--- config.mk ---
export PLATFORM = sky130hd
export DESIGN_NAME = pin_column_ctrl
export DESIGN_NICKNAME = d
export VERILOG_FILES = /design/src/rtl/pin_column_pkg.sv /design/src/rtl/pcl_spi_link.sv /design/src/rtl/pcl_packet_check.sv /design/src/rtl/pcl_pulse_timer.sv /design/src/rtl/pin_column_ctrl.sv
export SDC_FILE = /design/constraint.sdc
export NUM_CORES = 1
export LEC_CHECK = 0
export BUFFER_PORTS_ARGS = -buffer_cell sky130_fd_sc_hd__buf_2
export CAP_MARGIN = 20
export CORE_MARGIN = 2
export CORE_UTILIZATION = 33
export DETAILED_ROUTE_END_ITERATION = 7
export PLACE_DENSITY = 0.52
export SKIP_CTS_REPAIR_TIMING = 1
export SYNTH_ARGS = -nofsm -noshare
export SYNTH_HDL_FRONTEND = slang
export SYNTH_SLANG_ARGS = --single-unit
--- constraint.sdc ---
create_clock -name clk -period 4.75 [get_ports clk]
set_clock_uncertainty 0.05 [all_clocks]
set_input_delay 0.2375 -clock clk [delete_from_list [all_inputs] [get_ports clk]]
set_output_delay 0.2375 -clock clk [all_outputs]
set_load 0.005 [all_outputs]
--- src/rtl/pin_column_pkg.sv ---
package pin_column_pkg;

    localparam int PKT_BITS = 19;
    localparam int SEQ_W    = 8;
    localparam int PIN_W    = 4;
    localparam int LVL_W    = 3;
    localparam int OP_W     = 2;
    localparam int STAT_W   = 3;
    localparam int ROWS     = 1 << PIN_W;

    typedef enum logic [OP_W-1:0] {
        OP_SET   = 2'b00,
        OP_STEP  = 2'b01,
        OP_CLEAR = 2'b10,
        OP_NOP   = 2'b11
    } op_e;

    typedef enum logic [STAT_W-1:0] {
        ST_OK     = 3'b000,
        ST_PARITY = 3'b001,
        ST_BUSY   = 3'b010,
        ST_SEQ    = 3'b011,
        ST_FRAME  = 3'b100
    } status_e;

    typedef enum logic [1:0] {
        S_IDLE  = 2'b00,
        S_DRIVE = 2'b01,
        S_STEP  = 2'b10
    } ctrl_state_e;

    typedef struct packed {
        logic [SEQ_W-1:0] seq;
        logic [PIN_W-1:0] pin;
        logic [LVL_W-1:0] level;
        op_e              op;
        logic             rsvd;
        logic             par;
    } packet_t;

endpackage

--- src/rtl/pcl_spi_link.sv ---
module pcl_spi_link #(
    parameter int BITS = 19
) (
    input  logic            clk,
    input  logic            rst_n,
    input  logic            sclk,
    input  logic            cs_n,
    input  logic            mosi,
    output logic            miso,
    input  logic [BITS-1:0] resp,
    output logic            frame_done,
    output logic            frame_full,
    output logic [BITS-1:0] frame_data
);

    localparam int CW      = $clog2(BITS + 2);
    localparam int CNT_MAX = BITS + 1;

    logic [2:0]      sclk_q;
    logic [2:0]      cs_q;
    logic [1:0]      mosi_q;
    logic [CW-1:0]   bit_cnt;
    logic [BITS-1:0] rx_sh;
    logic [BITS-1:0] tx_sh;

    logic sclk_rise, sclk_fall, cs_active, cs_start, cs_end;

    // input synchronisers, data aligned with the clock edge detect
    always_ff @(posedge clk or negedge rst_n) begin
        if (!rst_n) begin
            sclk_q <= '0;
            cs_q   <= '1;
            mosi_q <= '0;
        end else begin
            sclk_q <= {sclk_q[1:0], sclk};
            cs_q   <= {cs_q[1:0], cs_n};
            mosi_q <= {mosi_q[0], mosi};
        end
    end

    assign sclk_rise = sclk_q[1] & ~sclk_q[2];
    assign sclk_fall = ~sclk_q[1] & sclk_q[2];
    assign cs_active = ~cs_q[1];
    assign cs_start  = ~cs_q[1] & cs_q[2];
    assign cs_end    = cs_q[1] & ~cs_q[2];

    always_ff @(posedge clk or negedge rst_n) begin
        if (!rst_n) begin
            bit_cnt    <= '0;
            rx_sh      <= '0;
            tx_sh      <= '0;
            frame_done <= 1'b0;
        end else begin
            frame_done <= cs_end;
            if (cs_start) begin
                bit_cnt <= '0;
                tx_sh   <= resp;
            end else if (cs_active) begin
                if (sclk_rise) begin
                    rx_sh <= {rx_sh[BITS-2:0], mosi_q[1]};
                    if (bit_cnt != CW'(CNT_MAX)) begin
                        bit_cnt <= bit_cnt + 1'b1;
                    end
                end
                if (sclk_fall) begin
                    tx_sh <= {tx_sh[BITS-2:0], 1'b0};
                end
            end
        end
    end

    assign miso       = tx_sh[BITS-1];
    assign frame_full = (bit_cnt == CW'(BITS));
    assign frame_data = rx_sh;

endmodule

--- src/rtl/pcl_packet_check.sv ---
module pcl_packet_check
    import pin_column_pkg::*;
(
    input  logic                clk,
    input  logic                rst_n,
    input  logic                frame_done,
    input  logic                frame_full,
    input  logic [PKT_BITS-1:0] frame_data,
    input  logic                busy_in,
    output logic                accept,
    output packet_t             cmd,
    output status_e             resp_code,
    output logic [SEQ_W-1:0]    resp_inst,
    output logic [SEQ_W-1:0]    last_inst
);

    packet_t          pkt;
    logic [SEQ_W-1:0] exp_seq;
    logic             parity_ok;
    logic             seq_ok;
    status_e          verdict;

    assign pkt       = packet_t'(frame_data);
    assign parity_ok = ~(^frame_data);
    assign seq_ok    = (pkt.seq == exp_seq);

    // fixed check order: length, parity, busy, sequence
    always_comb begin
        if (!frame_full) begin
            verdict = ST_FRAME;
        end else if (!parity_ok) begin
            verdict = ST_PARITY;
        end else if (busy_in) begin
            verdict = ST_BUSY;
        end else if (!seq_ok) begin
            verdict = ST_SEQ;
        end else begin
            verdict = ST_OK;
        end
    end

    always_ff @(posedge clk or negedge rst_n) begin
        if (!rst_n) begin
            accept    <= 1'b0;
            cmd       <= '0;
            resp_code <= ST_OK;
            resp_inst <= '0;
            last_inst <= '0;
            exp_seq   <= '0;
        end else begin
            accept <= 1'b0;
            if (frame_done) begin
                resp_code <= verdict;
                resp_inst <= frame_full ? pkt.seq : '0;
                if (verdict == ST_OK) begin
                    accept    <= 1'b1;
                    cmd       <= pkt;
                    exp_seq   <= pkt.seq + 1'b1;
                    last_inst <= pkt.seq;
                end
            end
        end
    end

endmodule

--- src/rtl/pcl_pulse_timer.sv ---
module pcl_pulse_timer #(
    parameter int TICKS = 50000,
    parameter int LW    = 3
) (
    input  logic          clk,
    input  logic          rst_n,
    input  logic          load,
    input  logic [LW-1:0] level,
    output logic          last
);

    localparam int MAXLEN = TICKS * (1 << LW);
    localparam int CW     = $clog2(MAXLEN + 1);

    logic [CW-1:0] remain;
    logic [CW-1:0] len;

    // (level + 1) * TICKS cycles of drive
    assign len = CW'(level) * CW'(TICKS) + CW'(TICKS);

    always_ff @(posedge clk or negedge rst_n) begin
        if (!rst_n) begin
            remain <= '0;
        end else if (load) begin
            remain <= len;
        end else if (remain != '0) begin
            remain <= remain - 1'b1;
        end
    end

    assign last = (remain == CW'(1));

endmodule

--- src/rtl/pin_column_ctrl.sv ---
module pin_column_ctrl
    import pin_column_pkg::*;
#(
    parameter int TICKS_PER_LEVEL = 50000
) (
    input  logic             clk,
    input  logic             rst_n,
    input  logic             spi_sclk,
    input  logic             spi_cs_n,
    input  logic             spi_mosi,
    output logic             spi_miso,
    output logic [ROWS-1:0]  row_en,
    output logic             col_inc,
    output logic             col_rst,
    output logic             drive,
    output logic             busy,
    output logic [SEQ_W-1:0] inst_num
);

    localparam int PAD_W = PKT_BITS - STAT_W - SEQ_W;

    logic                frame_done;
    logic                frame_full;
    logic [PKT_BITS-1:0] frame_data;
    logic [PKT_BITS-1:0] resp_word;
    logic                accept;
    packet_t             cmd;
    status_e             resp_code;
    logic [SEQ_W-1:0]    resp_inst;
    logic                timer_load;
    logic                timer_last;
    ctrl_state_e         state, state_nx;

    assign resp_word = {resp_code, resp_inst, {PAD_W{1'b0}}};

    pcl_spi_link #(.BITS(PKT_BITS)) u_link (
        .clk        (clk),
        .rst_n      (rst_n),
        .sclk       (spi_sclk),
        .cs_n       (spi_cs_n),
        .mosi       (spi_mosi),
        .miso       (spi_miso),
        .resp       (resp_word),
        .frame_done (frame_done),
        .frame_full (frame_full),
        .frame_data (frame_data)
    );

    pcl_packet_check u_check (
        .clk        (clk),
        .rst_n      (rst_n),
        .frame_done (frame_done),
        .frame_full (frame_full),
        .frame_data (frame_data),
        .busy_in    (busy | accept),
        .accept     (accept),
        .cmd        (cmd),
        .resp_code  (resp_code),
        .resp_inst  (resp_inst),
        .last_inst  (inst_num)
    );

    assign timer_load = accept && (state == S_IDLE) &&
                        ((cmd.op == OP_SET) || (cmd.op == OP_CLEAR));

    pcl_pulse_timer #(.TICKS(TICKS_PER_LEVEL), .LW(LVL_W)) u_timer (
        .clk   (clk),
        .rst_n (rst_n),
        .load  (timer_load),
        .level (cmd.level),
        .last  (timer_last)
    );

    // state register
    always_ff @(posedge clk or negedge rst_n) begin
        if (!rst_n) begin
            state <= S_IDLE;
        end else begin
            state <= state_nx;
        end
    end

    // next state
    always_comb begin
        state_nx = state;
        unique case (state)
            S_IDLE: begin
                if (accept) begin
                    unique case (cmd.op)
                        OP_SET, OP_CLEAR: state_nx = S_DRIVE;
                        OP_STEP:          state_nx = S_STEP;
                        OP_NOP:           state_nx = S_IDLE;
                    endcase
                end
            end
            S_DRIVE: if (timer_last) state_nx = S_IDLE;
            S_STEP:  state_nx = S_IDLE;
            default: state_nx = S_IDLE;
        endcase
    end

    // outputs
    always_comb begin
        row_en  = '0;
        col_inc = 1'b0;
        col_rst = 1'b0;
        drive   = 1'b0;
        busy    = 1'b0;
        unique case (state)
            S_IDLE: ;
            S_DRIVE: begin
                drive = 1'b1;
                busy  = 1'b1;
                if (cmd.op == OP_CLEAR) begin
                    row_en  = '1;
                    col_rst = 1'b1;
                end else begin
                    row_en = ROWS'(1) << cmd.pin;
                end
            end
            S_STEP: begin
                col_inc = 1'b1;
                busy    = 1'b1;
            end
            default: ;
        endcase
    end

endmodule

; Yosys cells after proc, flatten, opt, wreduce, memory -nomap -nowiden
; Index checks and enable logic that the tools add are counted.
[word_totals]
ff_bits = 110
latchBits = 0
ramBits = 0
mem_bits_ro = 0
inputBits = 5
out_inout_bits = 29
mem_count = 0
[op_classes]
add_sub_neg = 4
multipliers = 1
n_div = 0
magnitude_cmp = 0
n_eq_ne = 12
shifts = 1
mux = 27
bitwise_logic = 10
reduce_logical = 19
[ops]
columns = op, count
row1 = $mux 19, 5
row2 = $mux 16, 2
row3 = $mux 5, 4
row4 = $add 19x16->19 const B, 1
row5 = $eq 19x1->1 const B, 1
row6 = $reduce_bool 19->1, 1
row7 = $reduce_xor 19->1, 1
row8 = $sub 19x1->19 const B, 1
row9 = $shl 1x4->16 const A, 1
row10 = $mul 3x12->15 const B, 1
row11 = $mux 3, 3
row12 = $add 8x1->8 const B, 1
row13 = $eq 8x8->1, 1
row14 = $mux 8, 1
row15 = $reduce_bool 2->1, 4
row16 = $mux 1, 7
row17 = $eq 2x2->1 const B, 3
row18 = $mux 2, 3
row19 = $pmux 2 s3, 1
row20 = $reduce_and 2->1, 3
row21 = $reduce_and 3->1, 2
row22 = $add 5x1->5 const B, 1
row23 = $eq 5x5->1 const B, 1
row24 = $ne 5x5->1 const B, 1
row25 = other kinds (12), 24

; Depth between registers and ports, before layout
; Gate-level depths: netlist of the first run.
[depth]
depth_word = 10
ltp_mapped = 10
mapped_depth_nobuf = 10

; Hierarchy
; From an unflattened synthesis of the first run, not the netlist that was laid out.
[hier_totals]
hier_cells = 534
area_unflattened_um2 = 6104.6
[by_module_without_submodules]
columns = module, instances, cells_each, area_per_inst_um2, seq_area_each_um2
row1 = pcl_spi_link, 1, 147, 2180.8, 1305.0
row2 = pcl_packet_check, 1, 158, 2004.4, 975.9
row3 = pcl_pulse_timer, 1, 182, 1601.5, 475.5
row4 = pin_column_ctrl, 1, 47, 317.8, 50.0

; Least setup slack after synthesis of the first run
; Ideal clock, no wire load.
[synth_timing]
path_type = register -> register
from = reg u_check.cmd[5] (netlist name)
to = reg u_timer.remain[12]
setup_time_ps = 135
t_arrival_ps = 2272
required_ps = 4565
slack_ps = 2292
path_stages_with_launch = 11
path_buffers = 0
cell_sequence = dfrtp_1 inv_1 ha_1 inv_1 ha_1 a31o_2 a31oi_1 xnor2_1 nor3b_1 xor2_1 o22ai_1
[synth_via]
elab_chain_len = 3
[synth_rtl]
columns = item, line_no
row1 = $mul 3x12->15, pcl_pulse_timer.sv:19  ; assign len = CW'(level) * CW'(TICKS) + CW'(TICKS);
row2 = $add 19x16->19, pcl_pulse_timer.sv:19
row3 = $mux 19, pcl_pulse_timer.sv:24  ; end else if (load) begin
row4 = "end signal, assigned", pcl_pulse_timer.sv:25  ; remain <= len;
row5 = "end signal, assigned", pcl_pulse_timer.sv:27  ; remain <= remain - 1'b1;
row6 = "end, declared", pcl_pulse_timer.sv:15  ; logic [CW-1:0] remain;
; No other way between the ends.
; A chain may end at the register's enable or synchronous reset.

; Worst setup path after layout of the first run
[layout_timing]
from = reg u_check.cmd[5] (netlist name)
to = reg u_timer.remain[12]
[layout_via]
elab_chain_len = 3
[layout_rtl]
columns = item, line_no
row1 = $mul 3x12->15, pcl_pulse_timer.sv:19
row2 = $add 19x16->19, pcl_pulse_timer.sv:19
row3 = $mux 19, pcl_pulse_timer.sv:24
; No other way between the ends.

==> run metrics, run 1 <==
status finished, final reports clean; die footprint 16,900 um^2; Slew headroom 29.5%; fmax 372 MHz; final hold vios 0; Final nets 532; min-delay worst type reg -> reg; crit start category flip-flop; share of cells above drive strength 1 18.4%; Hold EP u_link.mosi_q[1]; Starting Density 33.4%; DR DRC count 0; Final TNS setup 0 ps; Post-Route WL 10.3 mm; R2R cell count 10; die height 130 um; Worst Setup Path Type reg -> reg; worst-skew pair later-pin latency 350 ps; crit end category flip-flop; GP Congestion 0.828; post-synthesis sequential area ratio 48.8%; Final min period 2690 ps; area of the multi-input gates 2530 um^2; IO Port Bufs 33; ANT cells 0; GR Overflow Total 0; DIE WIDTH 130 um; Slew @ Worst Pin 1060 ps; Cell Area, Synth 5240 um^2; Synth-to-Final Area Change 14.1%; Synth cell types 53; RR Startpoint u_check.cmd[5]; clk buf depth 2; Critical Path AT 2860 ps; RSZ-0062 raised after global routing no; gr usage total 13.3%; HPWL after detailed placement 7.07 mm; clock-pin transition on the worst setup and hold timing paths 70 ps; Top FF cell, synth dfrtp_1; largest net degree at the start of global routing 53; Initial DRC Count 139; Met2 Wirelength 4.75 mm; Yosys warning count 0; I/O pins 34; Pleak 2.89 nW; min-delay src u_link.mosi_q[0]; CORE AREA 15,700 um^2; period utilization 56.6%; post-synthesis net count 500; initial antenna violation count 0; cts bufs inserted 9; worst r2r dst u_timer.remain[12]; asr flop ratio synth 100%; Register Area 2560 um^2; max_cap viols 0; VDD IR max 151 uV; cell area power density 319 nW/um^2; Inst Count DP 706; H-tree depth 3; post-route ant nets 0; Fill cells 1,537; Yosys reg bits 102; routed vias 3,462; vias per cell 4.77; Post-synth EDFFs 0; Avg Inst Size Synth 11.1 um^2; vias in the first global route 3,514; r2r setup slk 2060 ps; hold path cells 0; Slew Limit Fails 0; global-route wire length before repair 17.7 mm; largest fanout on the critical path 10; met3 routed WL 259 um; DR pass1 iterations 4; # setup viols final 0; TritonCTS clock tree yes; final std cells w/o fill 726; WL met1 5.11 mm; Worst EP required 4920 ps; Routed wire per std cell 14.2 um; top layer in use met4; FP Rows 46; CTS root buffer clkbuf_16; clock sink count 102; Cells after Synth 473
[layer usage]
layer | vias up | GRT usage, %
met5 | - | 0
met4 | 0 | 5.88
met3 | 18 | 2.13
met2 | 46 | 20.7
met1 | 1690 | 18.5
li1 | 1708 | -
[per-stage QoR]
step / power, mW / hold slack (ps) / area (um^2) / setup WS [ps] / utilization [%]
2_1_floorplan: 1.06 / -108 / 5240 / 2290 / -
3_3_place_gp: 1.10 / 247 / 5610 / 2130 / 35.7
5_1_grt: 1.99 / 318 / 5980 / 1850 / 38.1
4_1_cts: 1.93 / -122 / 5940 / 2070 / 37.8
3_5_place_dp: 1.10 / 259 / 5610 / 2090 / 35.7
6_report: 1.91 / 295 / 5980 / 2060 / 38.1
[state kept, by name (all words and copies together) (netlist names), 3 cells and up]
signal,count
u_link.bit_cnt,5
u_check.cmd,9
u_check.resp_inst,8
u_link.tx_sh,11
u_check.last_inst,8
u_link.cs_q,3
u_link.frame_data,19
u_timer.remain,19
u_check.resp_code,3
u_check.exp_seq,8
u_link.sclk_q,3
[power by group]
part / switching (mW) / internal (mW) / total (mW)
Clock: 0.350 / 0.471 / 0.821
Combinational: 0.0867 / 0.0809 / 0.168
Sequential: 0.0246 / 0.892 / 0.917
[synth_stat cells, types with 4 or more instances]
master	instances	area share, %
dfrtp_1	99	47
o21ai_0	39	3.7
xnor2_1	39	6.5
nand2_1	34	2.4
nor2_1	27	1.9
mux2_2	25	5.4
ha_1	22	5.3
xor2_1	22	3.7
mux2_1	17	3.7
inv_1	14	1.0
clkbuf_1	12	0.86
mux2i_1	12	2.3
nand3_1	12	1.1
a22o_1	10	1.7
a21oi_1	9	0.86
nor2b_1	6	0.72
nor3_1	6	0.57
a31oi_1	5	0.60
nand3b_1	5	0.72
nand4_1	4	0.48
[how the worst max path moves through the flow]
stage                                     start                    to
after CTS                        u_check.cmd[5]    u_timer.remain[12]
after detailed placement         u_check.cmd[5]    u_timer.remain[12]
after global placement    u_link.frame_data[13]  u_check.last_inst[3]
final                            u_check.cmd[5]    u_timer.remain[12]
after global routing             u_check.cmd[5]    u_timer.remain[12]
after floorplan                  u_check.cmd[5]    u_timer.remain[12]
[worst max-delay path, cell delays in order (launching register included)]
cell and delay (ps):
dfrtp_1 510, inv_1 140, ha_1 330, inv_1 50, ha_1 320, a31o_2 240
a31oi_1 170, xnor2_1 210, nor3b_1 260, xor2_1 200, o22ai_1 90
[cells by family (layout without fill, tap and decap cells)]
kind of cell    Yosys count  after routing  share of synthesized area (%)
flops                   102            102                           48.8
xor+xnor                 62             62                           10.5
compound gates           78             78                           9.07
mux                      54             54                           11.3
simple gates            120            120                           12.1
buf+inv                  35             72                           2.96
fa+ha+maj                22             22                           5.25
[final cells by class]
type / count / area share, %
repair buffers: 41 / 3.98
flip-flops and latches: 102 / 42.7
clock buffers: 9 / 3.77
multi-input cells: 336 / 42.3
clock inverters: 7 / 1.74
well taps: 216 / 4.52
inverters: 15 / 0.942
[cells in the final DEF (no fill, tap or decap), types with 3 or more instances in the layout]
cell and instances:
dfrtp_1 99, inv_1 14, nor3_1 6, buf_2 32, nand4_1 4, mux2_1 17
or3_1 3, a22o_1 10, o22ai_1 3, o21ai_0 39, mux2i_1 12, xnor2_1 39
nand3b_1 5, a31oi_1 5, dlygate4sd3_1 4, nand3_1 12, dfstp_2 3, nand2_1 34
and3_1 3, a21oi_1 9, xor2_1 22, mux2_2 25, nor2_1 27, clkbuf_16 9
nor2b_1 6, ha_1 22, nor4_1 3, buf_4 5
No activity file was read; power rests on OpenSTA's default activity.
==> run 2: changes to the inputs <==
Clock period 4.75 ns to 2.75 ns, I/O delays scaled along.
==> run 2 against run 1 <==
  * Register-to-register slack worse by 1800 ps
  * Die area stayed put
  * Clock power is 75% higher
  * Combinational power is 74% higher
  * Via count is 1.3% higher
  * Power is 74% higher
  * Largest power group unchanged
  * Highest routed layer unchanged
==> run metrics, run 2 (synthesized netlist as in run 1, its figures left out) <==
period utilization 89.3% (+33 points); Pleak 2.97 nW (+2.6%); Slew Limit Fails 0 (unchanged); cts bufs inserted 9 (unchanged); overall power 3.31 mW (+74%); Clock Power Share 43.5% (+0.4 points); RSZ-0062 raised after global routing no; Critical Path AT 2630 ps (-230 ps); I/O pins 34 (unchanged); ANT cells 0 (unchanged); Post-Route WL 10.3 mm (about the same); status finished, final reports clean; CTS root buffer clkbuf_16; CP peak stage delay 430 ps (-80 ps); Final min period 2460 ps (-235 ps); placed inst area 5720 um^2 (+2.0%); global-route wire length before repair 18.0 mm (+1.8%); Final nets 545 (+2.4%); VDD IR max 287 uV (+90%); min-delay worst type in -> async; post-route ant nets 0 (unchanged); Starting Density 33.4% (unchanged); crit start category flip-flop; clock-pin transition on the worst setup and hold timing paths 80 ps (about the same); CORE AREA 15,700 um^2 (unchanged); DIE WIDTH 130 um (unchanged); Seq pwr share 47.7% (-0.4 points); r2r setup slk 290 ps (-1770 ps); DP Worst Slack 310 ps (-1780 ps); largest fanout on the critical path 5 (-5); clock sink count 102 (unchanged); FP Rows 46 (unchanged); most used cell, CP ha_1; Routed wire per std cell 14.0 um (-1.7%); H-tree depth 3 (unchanged); final hold vios 0 (unchanged); Fin Hold WS 260 ps (-35.1 ps); Slew @ Worst Pin 795 ps (-261 ps); die footprint 16,900 um^2 (unchanged); cell area power density 544 nW/um^2 (+71%); Slew headroom 46.8% (+17 points); slowest CP cell dfrtp_1; DR pass1 iterations 4 (unchanged); worst r2r dst u_timer.remain[12]; most common cell after layout, fill and taps aside dfrtp_1; switching part of the total 24.5% (+0.26 points); cell area after layout 6100 um^2 (+2.0%); TritonCTS clock tree yes; Worst Setup Path Type reg -> reg; Worst EP required 2930 ps (-1990 ps); gr usage total 13.6% (+0.27 points); HPWL after detailed placement 7.26 mm (+2.6%); P_int 2.50 mW (+73%); DR DRC count 0 (unchanged); GR Overflow Total 0 (unchanged); Synth-to-Final Area Change 16.4%; die height 130 um (unchanged); worst-skew pair later-pin latency 360 ps (about the same); clk buf depth 2 (unchanged); GP Congestion 0.778 (-6.0%); most frequent cells in the layout 99 x dfrtp_1, 39 x o21ai_0, 39 x xnor2_1; Final TNS setup 0 ps (unchanged); Setup WS post-layout 295 ps (-1770 ps); IO Port Bufs 33 (unchanged); RR Startpoint u_check.cmd[6]; Initial DRC Count 124 (-11%); Psw 812 uW (+76%); max_cap viols 0 (unchanged); routed vias 3,507 (+1.3%); largest net degree at the start of global routing 61 (+15%); R2R cell count 9 (-1); crit end category flip-flop; share of cells above drive strength 1 20.5% (+2.0 points); fmax 407 MHz (+9.6%); vias in the first global route 3,578 (+1.8%); initial antenna violation count 0 (unchanged); vias per cell 4.75 (-0.48%); # setup viols final 0 (unchanged); combinational power share 8.8% (about the same); CP cell instances ha_1 -> inv_1 -> ha_1 -> a31o_2 -> a31oi_1 -> xnor2_1 -> nor3b_1 -> xor2_1 -> o22ai_1
## run 2: cell count changes in the layout (fill, tap and decap cells not counted), sizes merged
cell	before	now
buf	37	50
## run 2: worst max path at each step
| stage | slack, ps | cells past startpoint | end | start |
|---|---|---|---|---|
| detailed placement | 310 | 9 | u_timer.remain[12] | u_check.cmd[6] |
| finish | 290 | 9 | u_timer.remain[12] | u_check.cmd[6] |
| CTS | 290 | 9 | u_timer.remain[12] | u_check.cmd[6] |
| global route | 80 | 8 | u_timer.remain[12] | u_check.cmd[4] |
| floorplan | 290 | 10 | u_timer.remain[12] | u_check.cmd[5] |
| global placement | 360 | 9 | u_timer.remain[12] | u_check.cmd[6] |
## run 2: layout make-up
cell class                 instances  area [um^2]
clock buffer                       9          225
clock inverter                     7          113
fill                            1535         9610
inverter                          15         56.3
multi-input combinational        336         2530
sequential                       102         2560
tap                              216          270
timing repair buffer              54          348
## run 2: metal layers
layer / part of all wire, % / GRT usage, % / routed length, um
met5: 0 / 0 / 0
met4: 1.6 / 4.74 / 170
met3: 2.7 / 3.16 / 283
met2: 45 / 21.2 / 4620
met1: 51 / 18.7 / 5260
## run 2: power groups by stage
stage | sequential [mW] | clock [mW] | combinational [mW]
floorplan | 1.60 | 0 | 0.228
global placement | 1.61 | 0 | 0.287
detailed placement | 1.61 | 0 | 0.293
CTS | 1.58 | 1.49 | 0.294
global route | 1.59 | 1.55 | 0.322
finish | 1.58 | 1.44 | 0.292
## run 2: per-stage QoR
stage	instances	util, %
2_1_floorplan	473	-
4_1_cts	735	38.6
3_3_place_gp	719	36.4
5_1_grt	739	38.8
3_5_place_dp	719	36.4
6_report	739	38.8
## run 2: critical path, delay by kind of cell, from the launching register on
family	cells	cell delay, ps
and+or+nand+nor	1	280
adders and majority gates	2	630
DFF	1	430
xor gates and xnor gates	2	380
AOI/OAI and AO/OA	3	500
buffers and inverters	1	50
==> run 3: changes to the inputs <==
Settings changed: RECOVER_POWER from default to 25.
==> run 3 against run 2 <==
  * Power about the same
  * Design area is essentially flat
  * Utilization about the same
  * Final cell count did not move
  * Clock power about the same
  * Non-clock buffer count did not move
  * Clock-buffer cell count unchanged
  * Combinational power about the same
==> run metrics, run 3 (synthesized netlist as in run 1, its figures left out) <==
status finished, final reports clean; RSZ-0062 raised after global routing no; switching part of the total 24.5% (about the same); P_int 2.50 mW (about the same); Clock Power Share 43.5% (about the same); clock-pin transition on the worst setup and hold timing paths 80 ps (about the same); CORE AREA 15,700 um^2 (unchanged); VDD IR max 288 uV (+0.36%); Worst Setup Path Type reg -> reg; Slew headroom 27.5% (-19 points); final hold vios 0 (unchanged); share of cells above drive strength 1 20.1% (-0.38 points); Routed wire per std cell 14.0 um (about the same); Slew Limit Fails 0 (unchanged); H-tree depth 3 (unchanged); cts bufs inserted 9 (unchanged); post-route ant nets 0 (unchanged); largest net degree at the start of global routing 61 (unchanged); cell area power density 544 nW/um^2 (about the same); Pleak 2.96 nW (-0.19%); Final nets 545 (unchanged); # setup viols final 0 (unchanged); ANT cells 0 (unchanged); die height 130 um (unchanged); Post-Route WL 10.3 mm (about the same); Critical Path AT 2630 ps (about the same); Final min period 2460 ps (-0.00100 ps); TritonCTS clock tree yes; Starting Density 33.4% (unchanged); clock sink count 102 (unchanged); I/O pins 34 (unchanged); fmax 407 MHz (unchanged); global-route wire length before repair 18.0 mm (unchanged); DR pass1 iterations 4 (unchanged); most common cell after layout, fill and taps aside dfrtp_1; gr usage total 13.6% (unchanged); Final TNS setup 0 ps (unchanged); cell area after layout 6090 um^2 (about the same); largest fanout on the critical path 5 (unchanged); HPWL after detailed placement 7.26 mm (unchanged); crit start category flip-flop; IO Port Bufs 33 (unchanged); FP Rows 46 (unchanged); vias per cell 4.74 (about the same); clk buf depth 2 (unchanged); DR DRC count 0 (unchanged); Worst EP required 2930 ps (about the same); most frequent cells in the layout 99 x dfrtp_1, 39 x o21ai_0, 39 x xnor2_1; CTS root buffer clkbuf_16; routed vias 3,505 (-0.057%); GP Congestion 0.778 (unchanged); combinational power share 8.8% (about the same); placed inst area 5720 um^2 (unchanged); initial antenna violation count 0 (unchanged); worst-skew pair later-pin latency 360 ps (about the same); max_cap viols 0 (unchanged); die footprint 16,900 um^2 (unchanged); Seq pwr share 47.7% (about the same); min-delay worst type reg -> reg; Psw 812 uW (about the same); period utilization 89.3% (about the same); r2r setup slk 290 ps (about the same); GR Overflow Total 0 (unchanged); Inst Count DP 719 (unchanged); crit end category flip-flop; DIE WIDTH 130 um (unchanged); vias in the first global route 3,578 (unchanged); final std cells w/o fill 739 (unchanged); Synth-to-Final Area Change 16.3% (about the same); Slew @ Worst Pin 1090 ps (+293 ps); Initial DRC Count 124 (unchanged); overall power 3.31 mW (about the same)
run 3: cell count changes in the layout (fill, tap and decap cells not counted):
cell	before	now
buf_2	32	31
clkbuf_2	0	1
buf_4	17	16
dfstp_1	0	1
dfstp_2	3	2
clkbuf_1	0	1
run 3: metrics by stage:
step / hold WS [ps] / worst slack [ps] / util, %
floorplan: -208 / 292 / -
global placement: 109 / 359 / 36.4
detailed placement: 117 / 310 / 36.4
CTS: -276 / 293 / 38.6
global route: 313 / 83.7 / 38.8
finish: 304 / 295 / 38.8
run 3: power groups by stage:
stage / Combinational [mW] / Clock (mW) / Sequential [mW]
after CTS: 0.294 / 1.49 / 1.58
after global placement: 0.287 / 0 / 1.61
after floorplan: 0.228 / 0 / 1.60
after detailed placement: 0.293 / 0 / 1.61
after global routing: 0.322 / 1.55 / 1.59
final: 0.291 / 1.44 / 1.58
run 3: worst max-delay path, cell delays in order (launching register included):
cell	delay, ps
dfrtp_1	430
ha_1	320
inv_1	50
ha_1	310
a31o_2	240
a31oi_1	170
xnor2_1	200
nor3b_1	280
xor2_1	180
o22ai_1	90
run 3: routing by layer:
| layer | GRT usage, % | wire, um | share of wire (%) | vias up |
|---|---|---|---|---|
| met1 | 18.7 | 5280 | 51 | 1716 |
| met4 | 4.74 | 170 | 1.6 | 0 |
| met5 | 0 | 0 | 0 | - |
| met2 | 21.2 | 4620 | 45 | 39 |
| li1 | - | - | - | 1740 |
| met3 | 3.16 | 267 | 2.6 | 10 |
run 3: area by class of cell:
type	instances	area [um^2]
Tap cell	216	270
Clock inverter	7	113
Inverter	15	56.3
Multi-Input combinational cell	336	2530
Sequential cell	102	2560
Fill cell	1537	9620
Timing Repair Buffer	54	344
Clock buffer	9	225
run 3: path summary, 6_finish.rpt:
check                                  from                   end  cells past startpoint
setup / recovery             u_check.cmd[6]    u_timer.remain[12]                      9
hold / removal             u_link.sclk_q[0]      u_link.sclk_q[1]                      0
setup reg to reg             u_check.cmd[6]    u_timer.remain[12]                      9
hold reg to reg            u_link.sclk_q[0]      u_link.sclk_q[1]                      0
max in group asynchronous             rst_n     u_timer.remain[6]                      3
min in group asynchronous             rst_n  u_check.resp_inst[4]                      2
